--- config.mk ---
export PLATFORM = sky130hd
export DESIGN_NAME = arx256_encrypt
export DESIGN_NICKNAME = d
export VERILOG_FILES = /design/src/rtl/arx256_pkg.sv /design/src/rtl/arx256_const_ring.sv /design/src/rtl/arx256_key_file.sv /design/src/rtl/arx256_round.sv /design/src/rtl/arx256_encrypt.sv
export SDC_FILE = /design/constraint.sdc
export NUM_CORES = 2
export LEC_CHECK = 0
export BUFFER_PORTS_ARGS = -buffer_cell sky130_fd_sc_hd__clkbuf_2
export CORE_ASPECT_RATIO = 0.75
export CORE_MARGIN = 5
export CORE_UTILIZATION = 35
export DETAILED_ROUTE_END_ITERATION = 8
export SYNTH_ARGS = -nofsm -noshare
export SYNTH_HDL_FRONTEND = slang
export SYNTH_HIERARCHICAL = 1
export SYNTH_SLANG_ARGS = --single-unit
--- constraint.sdc ---
create_clock -name clk -period 5.15 [get_ports clk]
set_input_delay 1.03 -clock clk [delete_from_list [all_inputs] [get_ports clk]]
set_output_delay 1.03 -clock clk [all_outputs]
set_load 0.03 [all_outputs]
--- src/rtl/arx256_pkg.sv ---
package arx256_pkg;
   localparam int unsigned WORD_W    = 32;
   localparam int unsigned KEY_WORDS = 8;
   localparam int unsigned RK_WORDS  = 6;
   localparam int unsigned BLK_WORDS = 4;

   typedef logic [WORD_W-1:0] word_t;

   function automatic word_t rotl(input word_t v, input int unsigned n);
      int unsigned s;
      s = n % WORD_W;
      return (s == 0) ? v : ((v << s) | (v >> (WORD_W - s)));
   endfunction

   // key-schedule seed constants, index taken modulo 8
   function automatic word_t seed_const(input int unsigned k);
      case (k % 8)
         0:       return 32'hC3EFE9DB;
         1:       return 32'h44626B02;
         2:       return 32'h79E27C8A;
         3:       return 32'h78DF30EC;
         4:       return 32'h715EA49E;
         5:       return 32'hC785DA0A;
         6:       return 32'hE04EF22A;
         default: return 32'hE5C40957;
      endcase
   endfunction

   // left rotation applied to each key-update lane
   function automatic int unsigned lane_rot(input int unsigned j);
      case (j)
         0:       return 1;
         1:       return 3;
         2:       return 6;
         3:       return 11;
         4:       return 13;
         default: return 17;
      endcase
   endfunction

   // mixing rotations expressed as left amounts: left 9, right 5, right 3
   function automatic int unsigned mix_rot(input int unsigned m);
      case (m)
         0:       return 9;
         1:       return WORD_W - 5;
         default: return WORD_W - 3;
      endcase
   endfunction
endpackage

--- src/rtl/arx256_const_ring.sv ---
module arx256_const_ring
   import arx256_pkg::*;
#(
   parameter int unsigned DEPTH = KEY_WORDS,
   parameter int unsigned TAPS  = RK_WORDS
) (
   input  logic                         clk,
   input  logic                         rst_n,
   input  logic                         load,
   input  logic                         step,
   output logic [TAPS-1:0][WORD_W-1:0]  taps
);
   word_t ring [DEPTH];

   if (TAPS > WORD_W) begin : g_bad_taps
      $error("const ring: TAPS must not exceed the word width");
   end

   always_ff @(posedge clk or negedge rst_n) begin
      if (!rst_n) begin
         for (int k = 0; k < DEPTH; k++) ring[k] <= seed_const(k);
      end else if (load) begin
         for (int k = 0; k < DEPTH; k++) ring[k] <= seed_const(k);
      end else if (step) begin
         for (int k = 0; k < DEPTH; k++) ring[k] <= rotl(ring[(k + 1) % DEPTH], 1);
      end
   end

   // head holds the round's base constant; lane j needs j more bits of rotation
   for (genvar j = 0; j < TAPS; j++) begin : g_tap
      assign taps[j] = rotl(ring[0], j);
   end
endmodule

--- src/rtl/arx256_key_file.sv ---
module arx256_key_file
   import arx256_pkg::*;
#(
   parameter int unsigned DEPTH = KEY_WORDS,
   parameter int unsigned LANES = RK_WORDS
) (
   input  logic                          clk,
   input  logic                          rst_n,
   input  logic                          load,
   input  logic                          step,
   input  logic [DEPTH*WORD_W-1:0]       key_in,
   input  logic [LANES-1:0][WORD_W-1:0]  ctaps,
   output logic [LANES-1:0][WORD_W-1:0]  rk
);
   localparam int unsigned SHIFT = DEPTH - LANES;

   if (LANES >= DEPTH) begin : g_bad_lanes
      $error("key file: LANES must be smaller than DEPTH");
   end

   word_t t   [DEPTH];
   word_t upd [LANES];

   for (genvar j = 0; j < LANES; j++) begin : g_lane
      assign upd[j] = rotl(t[j] + ctaps[j], lane_rot(j));
      assign rk[j]  = upd[j];
   end

   always_ff @(posedge clk or negedge rst_n) begin
      if (!rst_n) begin
         for (int k = 0; k < DEPTH; k++) t[k] <= '0;
      end else if (load) begin
         for (int k = 0; k < DEPTH; k++) t[k] <= key_in[k*WORD_W +: WORD_W];
      end else if (step) begin
         for (int k = 0; k < LANES; k++)      t[k + SHIFT] <= upd[k];
         for (int k = LANES; k < DEPTH; k++)  t[k - LANES] <= t[k];
      end
   end
endmodule

--- src/rtl/arx256_round.sv ---
module arx256_round
   import arx256_pkg::*;
(
   input  logic [BLK_WORDS-1:0][WORD_W-1:0] x,
   input  logic [RK_WORDS-1:0][WORD_W-1:0]  rk,
   output logic [BLK_WORDS-1:0][WORD_W-1:0] nx
);
   for (genvar m = 0; m < BLK_WORDS - 1; m++) begin : g_mix
      assign nx[m] = rotl((x[m] ^ rk[2*m]) + (x[m+1] ^ rk[2*m+1]), mix_rot(m));
   end
   assign nx[BLK_WORDS-1] = x[0];
endmodule

--- src/rtl/arx256_encrypt.sv ---
module arx256_encrypt
   import arx256_pkg::*;
#(
   parameter int unsigned ROUNDS = 32
) (
   input  logic         clk,
   input  logic         rst_n,
   input  logic         start,
   input  logic [255:0] key,
   input  logic [127:0] ptext,
   output logic         done,
   output logic [127:0] ctext
);
   localparam int unsigned CW = (ROUNDS > 1) ? $clog2(ROUNDS) : 1;

   if (ROUNDS < 1 || ROUNDS > 65536) begin : g_bad_rounds
      $error("arx256_encrypt: ROUNDS out of range");
   end
   if (KEY_WORDS * WORD_W != 256 || BLK_WORDS * WORD_W != 128) begin : g_bad_width
      $error("arx256_encrypt: port widths do not match package sizes");
   end

   logic                              busy;
   logic [CW-1:0]                     rnd;
   logic                              done_q;
   logic [BLK_WORDS-1:0][WORD_W-1:0]  x_q;
   logic [BLK_WORDS-1:0][WORD_W-1:0]  x_nx;
   logic [RK_WORDS-1:0][WORD_W-1:0]   ctaps;
   logic [RK_WORDS-1:0][WORD_W-1:0]   rk;

   logic accept, last;
   assign accept = start && !busy;
   assign last   = busy && (rnd == CW'(ROUNDS - 1));

   arx256_const_ring #(.DEPTH(KEY_WORDS), .TAPS(RK_WORDS)) u_ring (
      .clk (clk), .rst_n (rst_n), .load (accept), .step (busy), .taps (ctaps)
   );

   arx256_key_file #(.DEPTH(KEY_WORDS), .LANES(RK_WORDS)) u_keys (
      .clk (clk), .rst_n (rst_n), .load (accept), .step (busy),
      .key_in (key), .ctaps (ctaps), .rk (rk)
   );

   arx256_round u_round (.x (x_q), .rk (rk), .nx (x_nx));

   always_ff @(posedge clk or negedge rst_n) begin
      if (!rst_n) begin
         busy   <= 1'b0;
         rnd    <= '0;
         done_q <= 1'b0;
         x_q    <= '0;
      end else begin
         done_q <= last;
         if (accept) begin
            busy <= 1'b1;
            rnd  <= '0;
            x_q  <= ptext;
         end else if (busy) begin
            x_q <= x_nx;
            rnd <= rnd + 1'b1;
            if (last) busy <= 1'b0;
         end
      end
   end

   assign done  = done_q;
   assign ctext = x_q;
endmodule

==> After elaboration in Yosys (flattened, before gate mapping) <==
Index checks and enable logic that the tools add are counted.
{ "classes": {"addsub": 10, "eq_ne": 1, "n_mux": 11, "n_bitwise": 27, "reduce_logical": 4} }
{ "op_table": {"columns": ["operator", "count"], "rows": [
  ["2-to-1 mux 256 bit", 4],
  ["adder 32 bit", 9],
  ["OR 32 x 1 -> 32 bit", 9],
  ["2-to-1 mux 128 bit", 2],
  ["bitwise XOR 32 bit", 6],
  ["OR 32 x 3 -> 32 bit", 2],
  ["OR 32 x 11 -> 32 bit", 1],
  ["OR 32 x 13 -> 32 bit", 1],
  ["OR 32 x 17 -> 32 bit", 1],
  ["OR 32 x 2 -> 32 bit", 1],
  ["OR 32 x 27 -> 32 bit", 1],
  ["OR 32 x 29 -> 32 bit", 1],
  ["OR 32 x 4 -> 32 bit", 1],
  ["OR 32 x 5 -> 32 bit", 1],
  ["OR 32 x 6 -> 32 bit", 1],
  ["OR 32 x 9 -> 32 bit", 1],
  ["2-to-1 mux 5 bit", 2],
  ["adder 5 x 1 -> 5 bit (second input constant)", 1],
  ["equality test 5 bit (second input constant)", 1],
  ["2-to-1 mux 1 bit", 3],
  ["logical AND 1 bit", 2],
  ["nonzero test 2 bit", 1],
  ["logical NOT 1 bit", 1]
]} }
{ "word_totals": {"reg_bits": 647, "input_bits": 387, "output_inout_bits": 129, "wordCells": 76} }

==> Depth between registers and ports, before layout <==
{ "logic_depth": {"word_depth": 8, "mapped_depth": 25, "ltp_nobuf": 23} }

==> Cells and area by module <==
The synthesis kept the hierarchy.
{ "by_module_without_submodules": {"columns": ["module", "instances", "cells_per_inst", "area_each_um2", "seq_area_each_um2"], "rows": [
  ["arx256_key_file", 1, 2490, 21343.0, 6406.1],
  ["arx256_const_ring", 1, 1031, 12192.9, 6568.8],
  ["arx256_round", 1, 834, 6505.0, 0.0],
  ["arx256_encrypt", 1, 578, 6217.2, 3378.2]
]} }

==> Least setup slack after synthesis <==
OpenSTA, ideal clock, no wires.
{ "synth_timing": {"kind": "register to register", "start": "register u_ring.ring, in the netlist u_ring/taps[30]", "end": "register x_q, in the netlist ctext[56]", "setup_ns": 0.077, "t_arrival_ns": 5.087, "required_time_ns": 5.073, "path_slack_ns": -0.013, "path_stages_with_launch": 25, "n_path_buf": 1, "synth_period_minus_slack_ns": 5.163, "cell_sequence": "dfstp_2 > buf_4 > ha_1 > fa_1 > a21o_2 > a21o_1 > a21oi_1 > o21ai_1 > a211oi_1 > o21ai_0 > a211oi_1 > xnor2_1 > xor2_1 > ha_1 > nor2_1 > o31ai_4 > o221ai_2 > a21o_1 > nor4_4 > nor4_2 > o31ai_4 > a31oi_1 > o311ai_2 > nand2_1 > o21ai_1"} }
{ "synth_lines": {"columns": ["item", "line", "rtl"], "rows": [
  ["from (decl)", "arx256_const_ring.sv:13", "word_t ring [DEPTH];"],
  ["to (signal assigned)", "arx256_encrypt.sv:57", "x_q <= ptext;"],
  ["to (signal assigned)", "arx256_encrypt.sv:59", "x_q <= x_nx;"],
  ["to (decl)", "arx256_encrypt.sv:26", "logic [BLK_WORDS-1:0][WORD_W-1:0] x_q;"]
]} }

==> results.py <==
metrics = {
    "clock_network": {
        "cts-hold-fix-buffers": 0,
        "cts_inserted_buffers": 75,
        "clk_pin_slew_worst_paths_ps": 70,
        "cts-htree-levels": 3,
        "clock-root-buffer": "clkbuf_16",
        "clock_insertion_delay_worst_skew_ps": 720,
        "clkSinkCount": 647,
        "cts_buffer_depth": 3,
        "cts_tree": "yes",
    },
    "critical_path": {
        "cp-start-kind": "register",
        "worst_path_max_delay_cell": "dfstp_2",
        "crit_path_end": "ctext[92]$_DFFE_PN0P_",
        "cp_max_fo": 4,
        "reg2reg_slack_ps": -320,
        "worst_r2r_path_depth": 28,
        "worstSetupPathType": "register to register",
        "rr_startpoint": "u_ring/taps[30]$_DFFE_PN1P_",
        "end_kind": "register",
        "critical_path.most_common_cell": "buf_4",
        "setup.worst_path.start": "u_ring/taps[30]$_DFFE_PN1P_",
        "rr_endpoint": "ctext[92]$_DFFE_PN0P_",
        "critical_path_arrival_ps": 6010,
        "required_ps": 5690,
        "cpPeakStageDelay_ps": 570,
    },
    "die": {
        "floorplan.initialDensity_pct": 35.3,
        "fp.dieW_um": 430,
        "placeableCoreArea_um2": 131000,
        "design.portCount": 516,
        "dieArea_um2": 140000,
        "fp-row-count": 115,
        "die_h_um": 325,
    },
    "timing": {
        "finalSetupViolations": 32,
        "period_minus_slack_ps": 5470,
        "final.setup.worst_slack_ps": -316,
        "timing.slew.headroom_pct": 20.2,
        "worst_pin_slew_ps": 1190,
        "timing.final.crit_share_pct": 106,
        "maxClockFrequency_mhz": 183,
        "slew_violations": 0,
        "final_hold_viol_count": 0,
        "rsz0062_at_grt": "yes",
        "final.setup.tns_ps": -4930,
        "finalClockSkew_ps": 43.0,
    },
    "synthesis": {
        "synthesized_net_count": 5610,
        "synth_edf_count": 0,
        "syn_area_per_cell_um2": 9.38,
        "ys.flop_type": "dfrtp_1",
        "ys_seq_area_share_pct": 35.4,
        "synthDistinctLibCells": 98,
        "total_standard_cell_area_after_synthesis_um2": 46300,
        "postSynthRegisterBits": 647,
        "yosys_warning_count": 6,
        "syn-instance-count": 4933,
        "asyncSetResetFlopFracSynth_pct": 100,
    },
    "outcome": {
        "outcome": "complete, but fails checks",
        "violations": "negative setup slack",
    },
    "drt": {
        "amount_of_wire_on_met3_after_detailed_routing_um": 23000,
        "drt_iter0_markers": 5197,
        "drt-met1-wl_um": 102000,
        "number_of_search_and_repair_iterations_in_the_first_detailed_routing_pass": 6,
        "routedWlPerCell_um": 28.9,
        "topRoutingLayerUsed": "met5",
        "wl_um": 232000,
        "via_count": 44200,
        "wl_met2_um": 97300,
        "drtAntennaViolNets": 0,
        "remaining_drc_errors": 0,
        "routed_via_density": 5.52,
    },
    "placement": {
        "post-dp-hpwl_um": 186000,
        "gp_routability_congestion": 1.03,
        "place.port_buffers": 515,
        "place_worst_setup_slack_ps": -796,
        "placed_cells": 7761,
    },
    "run": {
        "max-cap-violations": 0,
    },
    "finish": {
        "post-route-util_pct": 47.8,
        "leading_cell_type_in_the_layout_fill_and_taps_excluded": "buf_4",
        "multi_input_area_um2": 29300,
        "fraction_of_layout_cells_with_a_size_suffix_above_1_pct": 36.9,
        "syn2layout_area_growth_pct": 35.5,
        "seqCellArea_um2": 16400,
        "stdcell_count": 8004,
        "final_net_count": 6864,
        "nFillCells": 12600,
        "most_frequent_cells_in_the_layout": "buf_4, dfrtp_1, clkbuf_2, nand2_1, mux2i_1",
    },
    "global_route": {
        "grt_pass1_wl_um": 319000,
        "number_of_global_route_vias_before_repair": 42200,
        "track_usage_pct": 31.7,
        "grt_start_max_net_pins": 180,
        "overflow": 0,
        "antenna_found_initial": 27,
    },
    "min_path": {
        "min_path_type": "primary input to async pin",
    },
}
## cell usage after synthesis, drive strengths merged (130+ instances only)
cell	instances	area [um2]
xnor2	165	1450
clkbuf	174	696
a211o	136	1190
a21o	167	1260
dfstp	130	3420
buf	298	2340
dfrtp	517	12900
o21ai	446	2240
ha	281	3520
xor2	287	2510
nor2	290	1100
mux2i	453	4530
a21oi	253	1270
nand2	499	1870
nor2b	152	951
## cell type report
class                      instances  area share (%)
multi-input combinational       3770            46.8
sequential                       647            26.1
timing repair buffer            1651            19.1
tap                             1755            3.50
clock buffer                     103            3.39
clock inverter                    35           0.800
inverter                          42           0.253
antenna                            1         0.00399
## critical path, delay by kind of cell, from the launching register on
family	cells	cell delay, ps
buf+inv	8	1130
compound gates	13	2580
fa+ha+maj	2	520
xor+xnor	3	350
flops	1	570
simple gates	2	170
## timing repair
item,in CTS,in global routing
resized for setup,325,227
setup buffers,73,59
setup endpoints to repair,67,60
pin swaps,156,187
## flip-flops by register name (all words and copies together) (netlist names)
register     cells
ctext          128
rnd              5
u_ring/taps     32
busy             1
u_ring/ring    224
done             1
u_keys/t       256
## cells by family (layout without fill, tap and decap cells)
logic type | count (synthesis) | in the layout | share of synthesized area [%]
AOI/OAI and AO/OA | 1339 | 1339 | 19.0
xor gates and xnor gates | 452 | 452 | 8.56
adders and majority gates | 290 | 290 | 7.99
buffers and inverters | 516 | 1831 | 6.95
DFF | 647 | 647 | 35.4
muxes | 454 | 454 | 9.83
other | 0 | 1 | 0
and+or+nand+nor | 1235 | 1235 | 12.3
## worst min path at each step
stage / start / to / slack (ps)
final: rst_n / u_keys/t[211]$_DFFE_PN0P_ / 410
after floorplan: u_ring/ring[70]$_DFFE_PN0P_ / u_ring/ring[103]$_DFFE_PN1P_ / 460
after global placement: u_ring/ring[108]$_DFFE_PN0P_ / u_ring/ring[141]$_DFFE_PN1P_ / 470
after CTS: rst_n / u_keys/t[18]$_DFFE_PN0P_ / 390
after detailed placement: u_ring/ring[108]$_DFFE_PN0P_ / u_ring/ring[141]$_DFFE_PN1P_ / 470
after global routing: rst_n / u_keys/t[211]$_DFFE_PN0P_ / 430
## stage by stage
step	area, um2	hold WS (ps)
2_1_floorplan	46300	460
3_3_place_gp	56300	470
3_5_place_dp	56300	473
4_1_cts	61200	394
6_report	62700	409
5_1_grt	62700	431
## layer usage
metal / up-vias / GRT usage [%]
li1: 19900 / -
met1: 22000 / 45.0
met2: 1939 / 46.3
met3: 375 / 9.11
met4: 8 / 10.4
met5: - / 0
Power is left out: the tool's default activity adds up to more than one toggle a clock period on the data nets, which glitch-free logic cannot reach.
